**src/rtl/sdm_pkg.sv**
```systemverilog
package sdm_pkg;

  // Strobes from the control module to the datapath.
  typedef struct packed {
    logic clear;    // wipe all loop state
    logic advance;  // take one sample through the loop
  } sdm_ctrl_t;

endpackage

```
**src/rtl/sdm_sat_integrator.sv**
```systemverilog
module sdm_sat_integrator
  import sdm_pkg::*;
#(
  parameter int INT_W = 24
) (
  input  logic                    clk,
  input  sdm_ctrl_t               ctrl,
  input  logic signed [INT_W:0]   addend,
  output logic signed [INT_W-1:0] acc,
  output logic signed [INT_W-1:0] accNext,
  output logic                    clamped
);

  localparam int RAW_W = INT_W + 2;
  localparam logic signed [RAW_W-1:0] MAX_V = {3'b000, {(INT_W-1){1'b1}}};
  localparam logic signed [RAW_W-1:0] MIN_V = {3'b111, {(INT_W-1){1'b0}}};

  logic signed [RAW_W-1:0] raw;

  assign raw = {{2{acc[INT_W-1]}}, acc} + {addend[INT_W], addend};

  always_comb begin
    if (raw > MAX_V) begin
      accNext = {1'b0, {(INT_W-1){1'b1}}};
      clamped = 1'b1;
    end else if (raw < MIN_V) begin
      accNext = {1'b1, {(INT_W-1){1'b0}}};
      clamped = 1'b1;
    end else begin
      accNext = raw[INT_W-1:0];
      clamped = 1'b0;
    end
  end

  always_ff @(posedge clk) begin
    if (ctrl.clear) begin
      acc <= '0;
    end else if (ctrl.advance) begin
      acc <= accNext;
    end
  end


  clear_zero_chk: assert property (@(posedge clk) ctrl.clear |=> acc == '0);


  no_wrap_pos_chk: assert property (@(posedge clk) disable iff (ctrl.clear)
    (ctrl.advance && !acc[INT_W-1] && !addend[INT_W]) |=> !acc[INT_W-1]);


  no_wrap_neg_chk: assert property (@(posedge clk) disable iff (ctrl.clear)
    (ctrl.advance && acc[INT_W-1] && addend[INT_W]) |=> acc[INT_W-1]);

endmodule

```
**src/rtl/sdm_loop_datapath.sv**
```systemverilog
module sdm_loop_datapath
  import sdm_pkg::*;
#(
  parameter int DATA_W    = 16,
  parameter int INT_W     = 24,
  parameter int ORDER     = 5,
  parameter int FF_SHIFT  = 1,
  parameter int RES_SHIFT = 6
) (
  input  logic                     clk,
  input  sdm_ctrl_t                ctrl,
  input  logic signed [DATA_W-1:0] sampleIn,
  output logic                     bitOut,
  output logic                     satHit
);

  localparam int SUM_W = INT_W + $clog2(ORDER) + 1;

  logic                     yReg;
  logic signed [DATA_W:0]   fbVal;
  logic signed [DATA_W:0]   err;
  logic signed [INT_W-1:0]  accQ  [ORDER];
  logic signed [INT_W-1:0]  accNx [ORDER];
  logic [ORDER-1:0]         satVec;
  logic signed [SUM_W-1:0]  qSum;
  logic signed [SUM_W-1:0]  tapExt;

  // Full-scale feedback of the current symbol.
  assign fbVal = yReg ? {2'b01, {(DATA_W-1){1'b0}}} : {2'b11, {(DATA_W-1){1'b0}}};
  assign err   = {sampleIn[DATA_W-1], sampleIn} - fbVal;

  for (genvar j = 0; j < ORDER; j++) begin : g_stage
    logic signed [INT_W:0] stageIn;
    if (j == 0) begin : g_first
      assign stageIn = {{(INT_W-DATA_W){err[DATA_W]}}, err};
    end else if ((j % 2 == 1) && (j + 1 < ORDER)) begin : g_res
      logic signed [INT_W-1:0] resTap;
      assign resTap  = accQ[j+1] >>> RES_SHIFT;
      assign stageIn = {accQ[j-1][INT_W-1], accQ[j-1]} - {resTap[INT_W-1], resTap};
    end else begin : g_plain
      assign stageIn = {accQ[j-1][INT_W-1], accQ[j-1]};
    end

    sdm_sat_integrator #(.INT_W(INT_W)) u_int (
      .clk     (clk),
      .ctrl    (ctrl),
      .addend  (stageIn),
      .acc     (accQ[j]),
      .accNext (accNx[j]),
      .clamped (satVec[j])
    );
  end

  // Shift-and-add weighting of the freshly updated integrators.
  always_comb begin
    qSum   = '0;
    tapExt = '0;
    for (int j = 0; j < ORDER; j++) begin
      tapExt = {{(SUM_W-INT_W){accNx[j][INT_W-1]}}, accNx[j]};
      qSum   = qSum + (tapExt >>> (j * FF_SHIFT));
    end
  end

  always_ff @(posedge clk) begin
    if (ctrl.clear) begin
      yReg <= 1'b0;
    end else if (ctrl.advance) begin
      yReg <= ~qSum[SUM_W-1];
    end
  end

  assign bitOut = yReg;
  assign satHit = |satVec;


  idle_hold_chk: assert property (@(posedge clk) disable iff (ctrl.clear)
    !ctrl.advance |=> $stable(bitOut));

endmodule

```
**src/rtl/sdm_loop_ctrl.sv**
```systemverilog
module sdm_loop_ctrl
  import sdm_pkg::*;
(
  input  logic      clk,
  input  logic      rst,
  input  logic      sampleValid,
  input  logic      satHit,
  output sdm_ctrl_t ctrl,
  output logic      overflow
);

  assign ctrl.clear   = rst;
  assign ctrl.advance = sampleValid && !rst;

  always_ff @(posedge clk) begin
    if (rst) begin
      overflow <= 1'b0;
    end else if (ctrl.advance && satHit) begin
      overflow <= 1'b1;
    end
  end


  sticky_ovf_chk: assert property (@(posedge clk) disable iff (rst)
    overflow |=> overflow);


  ovf_cause_chk: assert property (@(posedge clk) disable iff (rst)
    $rose(overflow) |-> $past(sampleValid && satHit));

endmodule

```
**src/rtl/sdm_modulator.sv**
```systemverilog
module sdm_modulator
  import sdm_pkg::*;
#(
  parameter int DATA_W    = 16,
  parameter int INT_W     = 24,
  parameter int ORDER     = 5,
  parameter int FF_SHIFT  = 1,
  parameter int RES_SHIFT = 6
) (
  input  logic              clk,
  input  logic              rst,
  input  logic              sampleValid,
  input  logic [DATA_W-1:0] sampleIn,
  output logic              bitOut,
  output logic              overflow
);

  sdm_ctrl_t ctrl;
  logic      satHit;

  sdm_loop_ctrl u_ctrl (
    .clk         (clk),
    .rst         (rst),
    .sampleValid (sampleValid),
    .satHit      (satHit),
    .ctrl        (ctrl),
    .overflow    (overflow)
  );

  sdm_loop_datapath #(
    .DATA_W    (DATA_W),
    .INT_W     (INT_W),
    .ORDER     (ORDER),
    .FF_SHIFT  (FF_SHIFT),
    .RES_SHIFT (RES_SHIFT)
  ) u_dp (
    .clk      (clk),
    .ctrl     (ctrl),
    .sampleIn (sampleIn),
    .bitOut   (bitOut),
    .satHit   (satHit)
  );

endmodule

```
**config.mk**
```make
export PLATFORM = sky130hd
export DESIGN_NAME = sdm_modulator
export DESIGN_NICKNAME = d
export VERILOG_FILES = /design/src/rtl/sdm_pkg.sv /design/src/rtl/sdm_sat_integrator.sv /design/src/rtl/sdm_loop_datapath.sv /design/src/rtl/sdm_loop_ctrl.sv /design/src/rtl/sdm_modulator.sv
export SDC_FILE = /design/constraint.sdc
export NUM_CORES = 1
export LEC_CHECK = 0
export BUFFER_PORTS_ARGS = -buffer_cell sky130_fd_sc_hd__buf_2
export CORE_AREA = 2 2 200 202
export CTS_BUF_LIST = sky130_fd_sc_hd__clkbuf_4 sky130_fd_sc_hd__clkbuf_8 sky130_fd_sc_hd__clkbuf_16
export DETAILED_ROUTE_END_ITERATION = 10
export DIE_AREA = 0 0 202 204
export PLACE_DENSITY_LB_ADDON = 0.05
export SLEW_MARGIN = 10
export SYNTH_ARGS = -nofsm -noshare
export SYNTH_HDL_FRONTEND = slang
export SYNTH_SLANG_ARGS = --single-unit
```
**constraint.sdc**
```tcl
create_clock -name clk -period 12.3 [get_ports clk]
set_clock_uncertainty 0.2 [all_clocks]
set_input_delay 1.23 -clock clk [delete_from_list [all_inputs] [get_ports clk]]
set_output_delay 1.23 -clock clk [all_outputs]
set_load 0.02 [all_outputs]
```
==> metrics.cfg, run 1 <==
[floorplan]
dieArea_mm2=0.0412
die_h_um=204
dieWidth_um=202
io_pins=21
num_rows=73
coreArea_mm2=0.0392
initial_utilization=0.394

[synthesis]
netlist_top_cells_count=308 x inv_1, 187 x nor2_1, 177 x a21oi_1
synth.area.top_cells=dfxtp_1 16%, ha_1 14%, fa_1 13%
yosys.cell_count.top_type=inv_1
yosysTopAreaCellShare=0.158
yosysWarningCount=0
synth.net_count=2263
syn_inst=1967
ys_seq_area_frac=0.158
synthFlopType=dfxtp_1
syn-cell-area_mm2=0.0154
synth-edff-count=0
post_synth.cell_area_avg_um2=7.85
yosysUniqueCellTypes=81
synth_top_cell_by_area=dfxtp_1
async_reset_ff_frac=0
synth-seq-cells=122

[cells_and_area]
final-seq-area_mm2=0.00244
syn2layout_area_growth_pct=8.28
multi_input_area_mm2=0.0116
antenna_cells=0
final_layout_size_suffix_gt1_frac=0.0583
nets=2258
n_fill_cell=4055

[timing]
maxSlewViolCount=0
worst_slew_pin_slew_ns=0.962
finalCriticalPeriod_ns=10.13
slew_headroom=0.352
rsz0062_at_grt=no
hold_viol=0
period_share=0.823
setup-violations-final=0
max_freq_mhz=98.7
setup_tns_ns=0

[route]
num_vias=13200
dr_wl_met3_um=750
finalWirelength_um=45700
drtAntennaViolNets=0
routed_via_density=5.30
drcViolationCount=0
first_pass_iters=5
met1_length_um=23000
drt_iter0_markers=629
routed.top_layer=met4
wl_met2_um=21300
wl_per_cell_um=18.3

[setup_path]
critPathRequiredTime_ns=12.44
crit_path_start_kind=input pin
r2r_slack_ns=2.45
cp.arrival_ns=10.27
slowest_stage=nor2_2
critPathKind=input pin to register
slowest_delay_ns=0.63
end_kind=register
crit_fanout=19

[run]
drv_cap=0

[clocking]
cts_hold_buf=0
clk_pin_slew_ns=0.06
cts-htree-levels=4
cts_root_buffer=clkbuf_16
clock_path_buffers=2
cts_setup_buffers=0
cts_tree=done
cts_resized=0
cts.sink_count=122
worst_skew_pair.late_latency_ns=0.45
cts-buffers-inserted=17

[grt]
grt_pass1_vias=13300
antenna_found_initial=0
grt_overflow_total=0
grt_pass1_wl_um=74000
grt_max_degree=78
grtUsageTotal=0.232

[status]
status=finished, final reports clean

[placement]
port_buffers=20
gp_congestion=0.865
dpl.hpwl_um=37100

[worst_hold_path]
hold_path.class=register to register

[routing by layer]
metal,track usage,vias to the layer above
met5,0,-
met4,0.0512,0
met3,0.0202,39
met2,0.392,152
met1,0.321,6301
li1,-,6757
[stage by stage]
| step | cells | hold WS, ns | cell area (µm²) | utilization | setup slack, ns |
|---|---|---|---|---|---|
| after floorplan | 1967 | 0.244 | 15400 | - | 3.27 |
| after global placement | 2468 | 0.262 | 16100 | 0.411 | 1.75 |
| after detailed placement | 2468 | 0.273 | 16100 | 0.411 | 1.67 |
| after CTS | 2499 | 0.281 | 16700 | 0.426 | 2.12 |
| after global routing | 2499 | 0.314 | 16700 | 0.426 | 1.49 |
| final | 2499 | 0.273 | 16700 | 0.426 | 2.17 |
[logic make-up after synthesis]
| group | Yosys count | synth area share |
|---|---|---|
| fa+ha+maj | 290 | 0.282 |
| simple gates | 451 | 0.134 |
| buf+inv | 373 | 0.0914 |
| flops | 122 | 0.158 |
| mux | 9 | 0.00616 |
| compound gates | 608 | 0.263 |
| xor+xnor | 114 | 0.0652 |
[critical path: cells and delay by family]
| family | cells | cell delay (ns) |
|---|---|---|
| AO/OA/AOI/OAI | 20 | 4.50 |
| XOR/XNOR | 1 | 0.16 |
| adder cells (fa/ha/maj) | 6 | 2.40 |
| buffers and inverters | 5 | 0.82 |
| AND/OR/NAND/NOR | 6 | 1.17 |
[worst paths after layout]
kind | start | end | cells past startpoint
worst max-delay path | sampleIn[0] | u_dp.bitOut | 38
worst min-delay path | u_dp.g_stage[0].u_int.acc[18] | u_dp.g_stage[0].u_int.acc[18] | 2
worst max register to register | u_dp.g_stage[2].u_int.acc[7] | u_dp.bitOut | 36
worst min register to register | u_dp.g_stage[0].u_int.acc[18] | u_dp.g_stage[0].u_int.acc[18] | 2
[sequential cells by signal, indices dropped and copies added, names as in the netlist]
signal	count
u_dp.g_stage.u_int.acc	120
u_ctrl.overflow	1
u_dp.bitOut	1
[cell usage in the layout, fill, tap and decap left out, types with 9 or more instances in the layout]
cell / synthesis / routed
nand4_1: 9 / 9
dfxtp_1: 122 / 122
o211ai_1: 15 / 15
ha_1: 176 / 176
nand2_1: 96 / 96
o21ai_0: 101 / 100
o21a_1: 22 / 22
maj3_1: 13 / 13
a31oi_1: 11 / 11
nand3_1: 24 / 24
nor2_1: 187 / 185
nor3_1: 29 / 28
buf_2: 9 / 18
nand2b_1: 26 / 26
inv_1: 308 / 308
nor2b_1: 25 / 25
a21oi_1: 177 / 176
and3_1: 17 / 17
a211oi_1: 87 / 87
o21bai_1: 24 / 24
fa_1: 101 / 101
xor2_1: 44 / 44
clkbuf_16: 0 / 17
buf_4: 0 / 20
xnor2_1: 69 / 69
a21o_1: 79 / 79
[layout make-up]
cell class / instances / area share
Multi-Input combinational cell: 1472 / 0.695
Sequential cell: 122 / 0.146
Inverter: 310 / 0.0696
Tap cell: 525 / 0.0393
Clock buffer: 20 / 0.0279
Timing Repair Buffer: 39 / 0.0150
Clock inverter: 11 / 0.00726
Power of run 1 is left out: the tool's default activity adds up to more than one toggle a clock period on the data nets, which glitch-free logic cannot reach.
==> run 2: changes to the inputs <==
- ABC_AREA: default -> 1
- CORE_AREA: 2 2 200 202 -> 2 2 214 216
- DIE_AREA: 0 0 202 204 -> 0 0 216 218
- clock period: 12.3 -> 9.1 ns (I/O delays scaled with it)
==> run 2 against run 1 <==
Wire length grew 48%. Non-clock buffer count shrank 7. Flip-flop and latch count is the same. Hold slack lost 0.016 ns. Design area grew 14%. Count of clock-buffer cells in the layout shrank 1. Die area grew 14%. Sequential share of layout area shrank 1.8 points. Via count grew 32%.
==> metrics.cfg, run 2 <==
[status]
status=finished, final reports clean  ; unchanged

[cells_and_area]
final_layout_size_suffix_gt1_frac=0.0691  ; was 0.0583
syn2layout_area_growth_pct=7.13  ; was 8.28%
mostFrequentLayoutCells=671 x nand2_1, 578 x inv_1, 267 x a21oi_1, 177 x nor2_1, 176 x ha_1  ; was 308 x inv_1, 185 x nor2_1, 176 x a21oi_1, 176 x ha_1, 122 x dfxtp_1
largest_reg_flops=120  ; unchanged
largest_register=u_dp.g_stage.u_int.acc  ; unchanged
antenna_cells=0  ; unchanged
nets=3049  ; was 2258
final_common_cell=nand2_1  ; was inv_1

[timing]
rsz0062_at_grt=no  ; unchanged
max_freq_mhz=128
worst_slew_pin_slew_ns=1.08  ; was 0.962 ns
slew_headroom=0.280  ; was 0.352
hold_viol=0  ; unchanged
setup-violations-final=0  ; unchanged
period_share=0.858
setup_tns_ns=0  ; unchanged
maxSlewViolCount=0  ; unchanged
finalCriticalPeriod_ns=7.81

[grt]
grt_pass1_wl_um=102000  ; was 74000 µm
antenna_found_initial=1  ; was 0
grtUsageTotal=0.291  ; was 0.232
grt_max_degree=81  ; was 78
grt_pass1_vias=16500  ; was 13300
grt_overflow_total=0  ; unchanged

[route]
routed_via_density=5.19  ; was 5.30
first_pass_iters=7  ; was 5
num_vias=17500  ; was 13200
finalWirelength_um=67400  ; was 45700 µm
drt_iter0_markers=1614  ; was 629
wl_per_cell_um=20.0  ; was 18.3 µm
drtAntennaViolNets=0  ; unchanged
drcViolationCount=0  ; unchanged

[setup_path]
critPathRequiredTime_ns=9.31  ; was 12.44 ns
crit_fanout=25  ; was 19
slowest_stage=dfxtp_1  ; was nor2_2
cp.arrival_ns=8.02  ; was 10.27 ns
end_kind=register  ; unchanged
critPathKind=register to register  ; was input pin to register
slowest_delay_ns=0.76  ; was 0.63 ns
reg2regPathDepth=35  ; was 36
crit_path_start_kind=register  ; was input pin

[synthesis]
yosysWarningCount=0  ; unchanged
ys_seq_area_frac=0.137  ; was 0.158
syn-cell-area_mm2=0.0178  ; was 0.0154 mm²
syn_inst=2756  ; was 1967
yosysTopAreaCellShare=0.141  ; was 0.158
synth.area.top_cells=nand2_1 14%, dfxtp_1 14%, ha_1 12%  ; was dfxtp_1 16%, ha_1 14%, fa_1 13%
netlist_top_cells_count=671 x nand2_1, 578 x inv_1, 267 x a21oi_1  ; was 308 x inv_1, 187 x nor2_1, 177 x a21oi_1
synth-seq-cells=122  ; unchanged
async_reset_ff_frac=0  ; unchanged
yosysUniqueCellTypes=55  ; was 81
yosys.cell_count.top_type=nand2_1  ; was inv_1
synthFlopType=dfxtp_1  ; unchanged
post_synth.cell_area_avg_um2=6.46  ; was 7.85 µm²
synth-edff-count=0  ; unchanged
synth.net_count=3052  ; was 2263
synth_top_cell_by_area=nand2_1  ; was dfxtp_1

[placement]
dpl.hpwl_um=56400  ; was 37100 µm
port_buffers=20  ; unchanged
gp_congestion=0.980  ; was 0.865

[floorplan]
dieWidth_um=216  ; was 202 µm
num_rows=78  ; was 73
initial_utilization=0.397  ; was 0.394
io_pins=21  ; unchanged
coreArea_mm2=0.0449  ; was 0.0392 mm²
dieArea_mm2=0.0471  ; was 0.0412 mm²
die_h_um=218  ; was 204 µm

[worst_hold_path]
whs_path_depth=2  ; unchanged
hold_path.class=register to register  ; unchanged

[clocking]
cts_setup_buffers=0  ; unchanged
cts_hold_buf=0  ; unchanged
cts_root_buffer=clkbuf_16  ; unchanged
clk_pin_slew_ns=0.07  ; was 0.06 ns
cts_resized=0  ; unchanged
cts_tree=done  ; unchanged
cts-buffers-inserted=17  ; unchanged
cts.sink_count=122  ; unchanged
worst_skew_pair.late_latency_ns=0.50  ; was 0.45 ns
clock_path_buffers=2  ; unchanged
cts-htree-levels=4  ; unchanged

[run]
drv_cap=0  ; unchanged

[run 2: metrics by stage]
stage / cell area (µm²) / worst slack (ns) / util / hold slack, ns / std cells
5_1_grt: 19100 / 0.727 / 0.425 / 0.290 / 3366
6_report: 19100 / 1.29 / 0.425 / 0.257 / 3366
2_1_floorplan: 17800 / 2.59 / - / 0.261 / 2756
3_3_place_gp: 18400 / 1.43 / 0.411 / 0.241 / 3334
3_5_place_dp: 18400 / 1.37 / 0.411 / 0.254 / 3334
4_1_cts: 19100 / 1.33 / 0.425 / 0.264 / 3366
[run 2: cells by family (layout without fill, tap and decap cells)]
| group | after synthesis | after routing | share of synthesized area |
|---|---|---|---|
| XOR/XNOR | 116 | 116 | 0.0571 |
| AND/OR/NAND/NOR | 1068 | 1068 | 0.256 |
| buffers and inverters | 647 | 657 | 0.143 |
| AO/OA/AOI/OAI | 526 | 526 | 0.169 |
| adder cells (fa/ha/maj) | 277 | 277 | 0.237 |
| flip-flops | 122 | 122 | 0.137 |
[run 2: critical path, delay by kind of cell, from the launching register on]
| family | cells | cell delay [ns] |
|---|---|---|
| AOI/OAI and AO/OA | 12 | 2.32 |
| xor gates and xnor gates | 1 | 0.18 |
| adders and majority gates | 6 | 2.45 |
| buffers and inverters | 6 | 0.39 |
| DFF | 1 | 0.76 |
| and+or+nand+nor | 10 | 1.39 |
[run 2: path summary, 6_finish.rpt]
check	from	end	slack, ns
hold reg to reg	u_ctrl.overflow	u_ctrl.overflow	0.26
setup reg to reg	u_dp.g_stage[2].u_int.acc[23]	u_dp.bitOut	1.29
hold / removal	u_ctrl.overflow	u_ctrl.overflow	0.26
setup / recovery	u_dp.g_stage[2].u_int.acc[23]	u_dp.bitOut	1.29
[run 2: final cells by class]
class                           instances  area (µm²)
Clock buffer                           19         453
Clock inverter                         13         191
Fill cell                            4918       25800
Inverter                              593        2230
Multi-Input combinational cell       1987       12800
Sequential cell                       122        2440
Tap cell                              600         751
Timing Repair Buffer                   32         190
[run 2: routing by layer]
| metal | vias to the layer above | GRT usage | wire length, µm |
|---|---|---|---|
| met1 | 8254 | 0.439 | 34700 |
| met3 | 53 | 0.0517 | 4150 |
| met2 | 486 | 0.421 | 27300 |
| li1 | 8670 | - | - |
| met5 | - | 0 | 0 |
| met4 | 0 | 0.0747 | 1220 |
Power of run 2 is left out for the same reason.
